### src/rtl/cct_pkg.sv
package cct_pkg;
  localparam int DATA_W = 32;
  localparam int SEL_W  = 4;
  localparam int PS_W   = 7;   // largest divisor is 2^7

  // register selectors
  localparam logic [SEL_W-1:0] SEL_SPUR = 4'd0;
  localparam logic [SEL_W-1:0] SEL_INIT = 4'd1;
  localparam logic [SEL_W-1:0] SEL_CUR  = 4'd2;
  localparam logic [SEL_W-1:0] SEL_DIV  = 4'd3;
  localparam logic [SEL_W-1:0] SEL_ENT0 = 4'd4;

  // field positions
  localparam int BIT_PERIODIC = 17;
  localparam int BIT_MASK     = 16;
  localparam int BIT_SWEN     = 8;

  localparam logic [DATA_W-1:0] TMR_WMASK = 32'h0003_10FF;
  localparam logic [DATA_W-1:0] OTH_WMASK = 32'h0001_17FF;
  localparam logic [DATA_W-1:0] ENT_RST   = 32'h0001_0000;
  localparam logic [9:0]        SPUR_RST  = 10'h0FF;

  // scrambled divide code -> shift amount
  function automatic logic [2:0] div_shift(input logic [3:0] cfg);
    return {cfg[3], cfg[1:0]} + 3'd1;
  endfunction
endpackage

### src/rtl/cct_prescale.sv
module cct_prescale
  import cct_pkg::*;
(
  input  logic       clk,
  input  logic       rst,
  input  logic       restart,
  input  logic [2:0] shift,
  output logic       tick
);
  logic [PS_W-1:0] cnt_q;
  logic [PS_W-1:0] span;

  assign span = (PS_W'(1) << shift) - PS_W'(1);
  assign tick = (cnt_q & span) == span;

  always_ff @(posedge clk) begin
    if (rst || restart) cnt_q <= '0;
    else                cnt_q <= cnt_q + PS_W'(1);
  end
endmodule

### src/rtl/cct_count.sv
module cct_count #(
  parameter int CNT_W  = 32,
  parameter int PEND_W = 8
) (
  input  logic              clk,
  input  logic              rst,
  input  logic              load,
  input  logic [CNT_W-1:0]  load_val,
  input  logic [CNT_W-1:0]  reload_val,
  input  logic              periodic,
  input  logic              tick,
  input  logic              clear,
  input  logic              take,
  output logic [CNT_W-1:0]  cur_q,
  output logic [PEND_W-1:0] pend_q
);
  logic expire;
  logic pend_full;

  assign expire    = !load && tick && (cur_q == CNT_W'(1));
  assign pend_full = (pend_q == {PEND_W{1'b1}});

  always_ff @(posedge clk) begin
    if (rst) begin
      cur_q <= '0;
    end else if (load) begin
      cur_q <= load_val;
    end else if (tick && cur_q != '0) begin
      if (cur_q == CNT_W'(1)) cur_q <= periodic ? reload_val : '0;
      else                    cur_q <= cur_q - CNT_W'(1);
    end
  end

  always_ff @(posedge clk) begin
    if (rst || load || clear) begin
      pend_q <= '0;
    end else if (expire && !take) begin
      if (!pend_full) pend_q <= pend_q + PEND_W'(1);
    end else if (take && !expire) begin
      pend_q <= pend_q - PEND_W'(1);
    end
  end
endmodule

### src/rtl/cct_regfile.sv
module cct_regfile
  import cct_pkg::*;
#(
  parameter int NUM_ENT = 6,
  parameter int CNT_W   = 32
) (
  input  logic                            clk,
  input  logic                            rst,
  input  logic                            wr_en,
  input  logic [SEL_W-1:0]                wr_sel,
  input  logic [DATA_W-1:0]               wr_data,
  output logic [CNT_W-1:0]                init_q,
  output logic [3:0]                      div_q,
  output logic [9:0]                      spur_q,
  output logic [NUM_ENT-1:0][DATA_W-1:0]  ent_q,
  output logic                            init_load,
  output logic                            swen_clear
);
  logic swen;

  assign swen       = spur_q[BIT_SWEN];
  assign init_load  = wr_en && (wr_sel == SEL_INIT);
  assign swen_clear = wr_en && (wr_sel == SEL_SPUR) && !wr_data[BIT_SWEN];

  always_ff @(posedge clk) begin
    if (rst) begin
      init_q <= '0;
      div_q  <= '0;
      spur_q <= SPUR_RST;
    end else if (wr_en) begin
      case (wr_sel)
        SEL_SPUR: spur_q <= wr_data[9:0];
        SEL_INIT: init_q <= wr_data[CNT_W-1:0];
        SEL_DIV:  div_q  <= wr_data[3:0];
        default:  ;
      endcase
    end
  end

  for (genvar g = 0; g < NUM_ENT; g++) begin : g_ent
    localparam logic [DATA_W-1:0] WMASK  = (g == 0) ? TMR_WMASK : OTH_WMASK;
    localparam logic [SEL_W-1:0]  MY_SEL = SEL_ENT0 + SEL_W'(g);
    logic [DATA_W-1:0] ent_r;
    logic [DATA_W-1:0] force_m;

    assign force_m  = swen ? '0 : ENT_RST;
    assign ent_q[g] = ent_r;

    always_ff @(posedge clk) begin
      if (rst)                              ent_r <= ENT_RST;
      else if (swen_clear)                  ent_r <= ent_r | ENT_RST;
      else if (wr_en && wr_sel == MY_SEL)   ent_r <= (wr_data | force_m) & WMASK;
    end
  end
endmodule

### src/rtl/core_countdown_timer.sv
module core_countdown_timer
  import cct_pkg::*;
#(
  parameter int CNT_W   = 32,
  parameter int PEND_W  = 8,
  parameter int NUM_ENT = 6
) (
  input  logic              clk,
  input  logic              rst,
  input  logic              wr_en,
  input  logic [SEL_W-1:0]  wr_sel,
  input  logic [DATA_W-1:0] wr_data,
  input  logic [SEL_W-1:0]  rd_sel,
  output logic [DATA_W-1:0] rd_data,
  output logic              fire_valid,
  output logic [7:0]        fire_vector,
  input  logic              fire_ack
);
  localparam int TMR_IDX = 0;

  logic [CNT_W-1:0]               init_q;
  logic [3:0]                     div_q;
  logic [9:0]                     spur_q;
  logic [NUM_ENT-1:0][DATA_W-1:0] ent_q;
  logic                           init_load;
  logic                           swen_clear;
  logic                           tick;
  logic                           take;
  logic [CNT_W-1:0]               cur_q;
  logic [PEND_W-1:0]              pend_q;
  logic [DATA_W-1:0]              tmr_ent;
  logic [DATA_W-1:0]              rd_next;

  cct_regfile #(.NUM_ENT(NUM_ENT), .CNT_W(CNT_W)) u_regs (
    .clk(clk), .rst(rst), .wr_en(wr_en), .wr_sel(wr_sel), .wr_data(wr_data),
    .init_q(init_q), .div_q(div_q), .spur_q(spur_q), .ent_q(ent_q),
    .init_load(init_load), .swen_clear(swen_clear)
  );

  cct_prescale u_presc (
    .clk(clk), .rst(rst), .restart(init_load),
    .shift(div_shift(div_q)), .tick(tick)
  );

  assign tmr_ent = ent_q[TMR_IDX];

  cct_count #(.CNT_W(CNT_W), .PEND_W(PEND_W)) u_count (
    .clk(clk), .rst(rst), .load(init_load), .load_val(wr_data[CNT_W-1:0]),
    .reload_val(init_q), .periodic(tmr_ent[BIT_PERIODIC]), .tick(tick),
    .clear(swen_clear), .take(take), .cur_q(cur_q), .pend_q(pend_q)
  );

  assign fire_valid  = !tmr_ent[BIT_MASK] && (pend_q != '0);
  assign fire_vector = tmr_ent[7:0];
  assign take        = fire_ack && fire_valid;

  always_comb begin
    rd_next = '0;
    case (rd_sel)
      SEL_SPUR: rd_next = DATA_W'(spur_q);
      SEL_INIT: rd_next = DATA_W'(init_q);
      SEL_CUR:  rd_next = DATA_W'(cur_q);
      SEL_DIV:  rd_next = DATA_W'(div_q);
      default: begin
        for (int i = 0; i < NUM_ENT; i++)
          if (rd_sel == SEL_ENT0 + SEL_W'(i)) rd_next = ent_q[i];
      end
    endcase
  end

  always_ff @(posedge clk) begin
    if (rst) rd_data <= '0;
    else     rd_data <= rd_next;
  end
endmodule

### config.mk
export PLATFORM = sky130hd
export DESIGN_NAME = core_countdown_timer
export DESIGN_NICKNAME = d
export VERILOG_FILES = /design/src/rtl/cct_pkg.sv /design/src/rtl/cct_prescale.sv /design/src/rtl/cct_count.sv /design/src/rtl/cct_regfile.sv /design/src/rtl/core_countdown_timer.sv
export SDC_FILE = /design/constraint.sdc
export NUM_CORES = 1
export LEC_CHECK = 0
export BUFFER_PORTS_ARGS = -buffer_cell sky130_fd_sc_hd__buf_2
export CORE_MARGIN = 8
export CORE_UTILIZATION = 25
export CTS_BUF_LIST = sky130_fd_sc_hd__clkbuf_8
export DETAILED_ROUTE_END_ITERATION = 12
export HOLD_SLACK_MARGIN = 0.15
export PLACE_DENSITY = 0.48
export SLEW_MARGIN = 5
export SYNTH_ARGS = -nofsm -noshare
export SYNTH_HDL_FRONTEND = slang
export SYNTH_SLANG_ARGS = --single-unit
### constraint.sdc
create_clock -name clk -period 3.8 [get_ports clk]
set_clock_uncertainty 0.05 [all_clocks]
set_input_delay 0.19 -clock clk [delete_from_list [all_inputs] [get_ports clk]]
set_output_delay 0.19 -clock clk [all_outputs]
set_load 0.1 [all_outputs]
Word level (Yosys, flattened, before mapping) --
Cells that the tools add are included.
Operators by class: add/sub/neg operators 6, multiply operators 0, div/mod/pow operators 0, order comparisons 0, equal/unequal tests 21, shift-type cells 1, mux-type cells 15, bitwise gates (word level) 3, reductions and logical operators 40
Operators by type and width (count):
- 2-to-1 mux 32 bit | 9
- case mux 32 bit (4 select lines) | 1
- == test 32 x 1 -> 1 bit, second input constant | 1
- == test 4 x 3 -> 1 bit, second input constant | 8
- nonzero test 32 bit | 1
- subtractor 32 x 1 -> 32 bit, second input constant | 1
- 2-to-1 mux 8 bit | 3
- AND reduction 2 bit | 10
- 2-to-1 mux 18 bit | 1
- bitwise OR 18 bit | 1
- 2-to-1 mux 17 bit | 1
- == test 4 bit, second input constant | 4
- logical AND 1 bit | 16
- == test 4 x 2 -> 1 bit, second input constant | 3
- adder 8 x 1 -> 8 bit, second input constant | 1
- == test 4 x 1 -> 1 bit, second input constant | 2
- == test 8 bit, second input constant | 1
- zero test 4 bit | 2
- nonzero test 8 bit | 1
- subtractor 8 x 1 -> 8 bit, second input constant | 1
- adder 7 x 1 -> 7 bit, second input constant | 1
- AND 7 bit | 1
- == test 7 bit | 1
- << shifter 1 x 3 -> 7 bit, first input constant | 1
- other kinds (8) | 14
Storage, ports and cells: bits in registers 201, bits in latches 0, RAM bits 0, bits in read-only memories 0, input bits 44, output and inout bits 41, word-level logic and storage cells 105, memories kept 0

Longest topological paths before layout --
depth after elaboration 11, gate-level depth with buffers 17, depth with buffers taken out 16

Modules after synthesis --
Synthesis repeated with hierarchy kept, for this count alone.
Unflattened totals: cell total of the unflattened synthesis 1546, area total of the unflattened synthesis 12664.6 um^2
Modules (own cells, without submodules):
- cct_regfile | instances 1, cells each 683, area an instance 5587.9 um^2, sequential area each 2442.3 um^2
- core_countdown_timer | instances 1, cells each 381, area an instance 3437.0 um^2, sequential area each 640.6 um^2
- cct_count | instances 1, cells each 444, area an instance 3316.9 um^2, sequential area each 800.8 um^2
- cct_prescale | instances 1, cells each 38, area an instance 322.8 um^2, sequential area each 140.1 um^2

Least setup slack after synthesis --
Ideal clock, no wire load.
path kind flip-flop to flip-flop, from reg u_count.pend_q[0], to reg u_count.pend_q[7], setup time 121 ps, data arrival time 4060 ps, data required time 3629 ps, slack -431 ps, cell stages (with the launch flop) 12, buffers on the path 0, clock period less this slack 4231 ps, path through dfxtp_1 > nor4_1 > a21oi_1 > nand2_1 > nand4_1 > ha_1 > a211oi_1 > nor2_1 > o31ai_1 > a21oi_1 > o21ai_1 > mux2_2
Between the ends: word-level cells in the longest chain between the ends 7, elaborated cells on any way between the ends 15, classes of those cells 2 x add/sub; 2 x eq/ne; 3 x mux; 8 x reduce/logical
Ends and longest elaborated chain:
- start, declared | RTL line cct_count.sv:15 | output logic [PEND_W-1:0] pend_q
- start signal, assigned | RTL line cct_count.sv:38 | if (!pend_full) pend_q <= pend_q + PEND_W'(1);
- start signal, assigned | RTL line cct_count.sv:40 | pend_q <= pend_q - PEND_W'(1);
- nonzero test 8 bit (*) | RTL line core_countdown_timer.sv:53 | assign fire_valid = !tmr_ent[BIT_MASK] && (pend_q != '0);
- logical AND 1 bit (*) | RTL line core_countdown_timer.sv:53
- net fire_valid | RTL line core_countdown_timer.sv:15 | output logic fire_valid,
- logical AND 1 bit (*) | RTL line core_countdown_timer.sv:55 | assign take = fire_ack && fire_valid;
- zero test 1 bit | RTL line cct_count.sv:37 | end else if (expire && !take) begin
- logical AND 1 bit | RTL line cct_count.sv:37
- != test 2 bit (no source line) or nonzero test 2 bit (tied branches)
- AND reduction 2 bit (no source line)
Mark *: on every way through the listed nets, which the timed path passes. The rest lies on a longest branch. The select of a mux whose other input is x is not followed. A chain may end at the register's enable or synchronous reset.

Worst setup path in the final report --
from reg u_count.cur_q[15], to reg u_count.pend_q[7]
Between the ends: word-level cells in the longest chain between the ends 6, elaborated cells on any way between the ends 9, classes of those cells 2 x eq/ne; 1 x mux; 6 x reduce/logical
Ends and longest elaborated chain:
- start, declared | RTL line cct_count.sv:14 | output logic [CNT_W-1:0] cur_q,
- start signal, assigned | RTL line cct_count.sv:27 | cur_q <= load_val;
- start signal, assigned | RTL line cct_count.sv:29 | if (cur_q == CNT_W'(1)) cur_q <= periodic ? reload_val : '0;
- start signal, assigned | RTL line cct_count.sv:30 | else cur_q <= cur_q - CNT_W'(1);
- == test 32 x 1 -> 1 bit (*) | RTL line cct_count.sv:20 | assign expire = !load && tick && (cur_q == CNT_W'(1));
- logical AND 1 bit (*) | RTL line cct_count.sv:20
- zero test 1 bit | RTL line cct_count.sv:39 | end else if (take && !expire) begin
- logical AND 1 bit | RTL line cct_count.sv:39
- nonzero test 2 bit (no source line)
- AND reduction 2 bit (no source line)
Mark *: on every way between the ends. The rest lies on a longest branch, timed or not.

==> results_dict.tcl <==
set metrics [dict create \
    tightest_slew_ns 1.16 \
    ant_nets 0 \
    crit_chain "or4_4 > or3_4 > nor3_4 > nand4_1 > buf_4 > buf_4 > ha_1 > o21a_1 > o31ai_1 > a21oi_1 > nand3_1 > o21ai_1 > mux2_2" \
    synth_edf_count 0 \
    cts.htree.levels 2 \
    grt_pass1_wl_microns 50200 \
    power.total_mw 5.95 \
    period_share_pct 94.3 \
    fillers 4003 \
    fmax_ghz 0.279 \
    fin_util_pct 31.1 \
    die_w_microns 212 \
    clockBufferDepth 3 \
    syn2layout_area_growth_pct 22.4 \
    seq_power_share_pct 39.6 \
    syn-num-nets 1208 \
    p_sw_share_pct 33.9 \
    drc 0 \
    initial_core_util_pct 25.4 \
    num_io_pins 85 \
    path_class "reg2reg" \
    switchingPower_mw 2.02 \
    nNetsFinal 1314 \
    overflow 0 \
    fin_setup_tns_ns 0 \
    routabilityCongestion 0.789 \
    dp_hpwl_microns 20900 \
    cellPowerDensity_mw_per_mm2 507 \
    max-slew-margin-rel_pct 22.5 \
    fin_crit_ns 3.58 \
    ys_seq_elements 201 \
    cpPeakStageDelay_ns 0.54 \
    path_buf_inv 2 \
    vias 8831 \
    whs_ns 0.231 \
    slowest_stage "or4_4" \
    cts_root_buffer "clkbuf_8" \
    path_common_cell "buf_4" \
    start_kind "register" \
    internal_power_mw 3.93 \
    irDropWorstVdd_uv 279 \
    crit_family "simple AND/OR/NAND/NOR gates" \
    clkTransAtPathRegs_ns 0.06 \
    run_status "finished clean" \
    async_flop_share_pct 0 \
    clock-sinks 201 \
    std_cell_rows 71 \
    ff_latch_area_sq_mm 0.00402 \
    maxCapViolCount 0 \
    ys.flop_type "dfxtp_1" \
    die_h_microns 212 \
    drive_above_1_share_pct 16.2 \
    synth_warnings 0 \
    core_sq_mm 0.0378 \
    drv_slew 0 \
    preCtsSetupSlack_ns 0.188 \
    p_clk_share_pct 34.0 \
    endpoint_kind "register" \
    crit_fanout 6 \
    worst_slack_ns 0.216 \
    drt-total-wl_microns 31500 \
    synth.distinct_cells 70 \
    grt_max_degree 116 \
    grt_pass1_vias 8706 \
    finalSetupViolCount 0 \
    fp.dieArea_sq_mm 0.0449 \
    clock_latency_ns 0.55 \
    comb_power_share_pct 26.4 \
    yosysSeqAreaShare_pct 42.0 \
    grt_use_total_pct 13.9 \
    crit_required_ns 4.17 \
    critical_path_arrival_ns 3.96 \
    syn_inst 1152 \
    final-hold-violation-count 0 \
    drt-wirelength-per-cell_microns 17.6 \
    viasPerCell 4.93 \
    syn_area_sq_mm 0.00958 \
    grt_antenna_before_repair 1 \
    cts_tree "built" \
    avgSynthCellArea_sq_um 8.32 \
    firstDrtPassIters 6 \
    rsz0062_at_grt "no" \
    io_buffers 84 \
    leakage_nw 4.29 \
    min_path_type "in2reg" \
    cts-buffers-inserted 38 \
    drtIter0Drc 634 \
    multi_input_area_sq_mm 0.00517 \
]
worst min-delay path, cell delays in order:
cell and delay, ns:
buf_2 0.24, nor2_1 0.15, a32oi_1 0.11, nor2_1 0.08
registers in the layout (all words and copies together), names as in the netlist:
signal,cells
u_count.pend_q,8
u_regs.div_q,4
u_presc.cnt_q,7
u_regs.spur_q,10
u_count.cur_q,32
u_regs.g_ent.ent_r,76
rd_data,32
u_regs.init_q,32
final timing paths:
check                            from                  endpoint  slack (ns)  cells after the start
min                         rd_sel[1]               rd_data[17]        0.23                      4
max reg2reg         u_count.cur_q[15]         u_count.pend_q[7]        0.22                     13
max                 u_count.cur_q[15]         u_count.pend_q[7]        0.22                     13
min reg2reg  u_regs.g_ent[3].ent_r[8]  u_regs.g_ent[3].ent_r[8]        0.40                      2
power groups by stage:
stage               clock network [mW]  registers, mW  logic, mW
finish                            2.02           2.35       1.57
global route                      2.20           2.37       1.74
CTS                               2.10           2.35       1.56
detailed placement                   0           2.40       1.52
global placement                     0           2.39       1.53
floorplan                            0           2.40       1.08
cell families (layout without fill, tap and decap cells):
logic type               after synthesis  in the layout  share of synthesized area [%]
AND/OR/NAND/NOR                      456            456                           21.8
multiplexers                          81             81                           9.54
buffers and inverters                107            233                           4.67
other                                  0              1                              0
flip-flops                           201            201                           42.0
XOR/XNOR                              10             10                          0.914
AO/OA/AOI/OAI                        285            285                           19.4
adder cells (fa/ha/maj)               12             12                           1.64
repair_timing:
item	4_1_cts	5_1_grt
hold buffers	48	0
setup endpoints to repair	0	1
gates resized for setup	0	3
buffers inserted	0	2
hold endpoints to repair	156	0
placed cells by master (no fill, tap or decap), types with 13 or more instances in the layout:
cell,count
mux2i_1,70
buf_2,83
nand2_1,165
o21ai_0,37
clkbuf_8,43
nor2b_1,13
a21oi_1,102
dlygate4sd3_1,48
a22oi_1,27
o211ai_1,18
dfxtp_1,201
buf_4,34
nand3_1,37
inv_1,18
nor3_1,25
nor2_1,139
Yosys cell counts, drive strengths merged, types with 18 or more instances:
master    n  area, sq um
o21ai    38          190
o211ai   18          135
a22oi    27          203
clkbuf   78          294
buf      22          128
a21oi   104          524
nand3    37          185
nor3     31          176
dfxtp   201         4020
mux2i    70          701
nor2    140          526
nand2   165          619
per-stage QoR:
stage	instances	cell area, sq um
6_report	1790	11700
5_1_grt	1790	11700
4_1_cts	1787	11700
3_5_place_dp	1679	10500
3_3_place_gp	1679	10500
2_1_floorplan	1152	9590
final cells by class:
type | count | area share, %
Sequential cell | 201 | 34.3
Clock inverter | 17 | 0.896
Timing Repair Buffer | 166 | 9.99
Clock buffer | 43 | 5.05
Antenna cell | 1 | 0.0213
Tap cell | 511 | 5.45
Multi-Input combinational cell | 844 | 44.1
Inverter | 7 | 0.224
metal layers:
layer  share of wire, %  up-vias  GRT usage (%)
li1                   -     4327              -
met1                 48     4199           19.3
met2                 44      253           21.4
met5                  0        -              0
met3                5.8       52           3.00
met4                2.2        0           4.15
No activity file was read; power rests on OpenSTA's default activity.
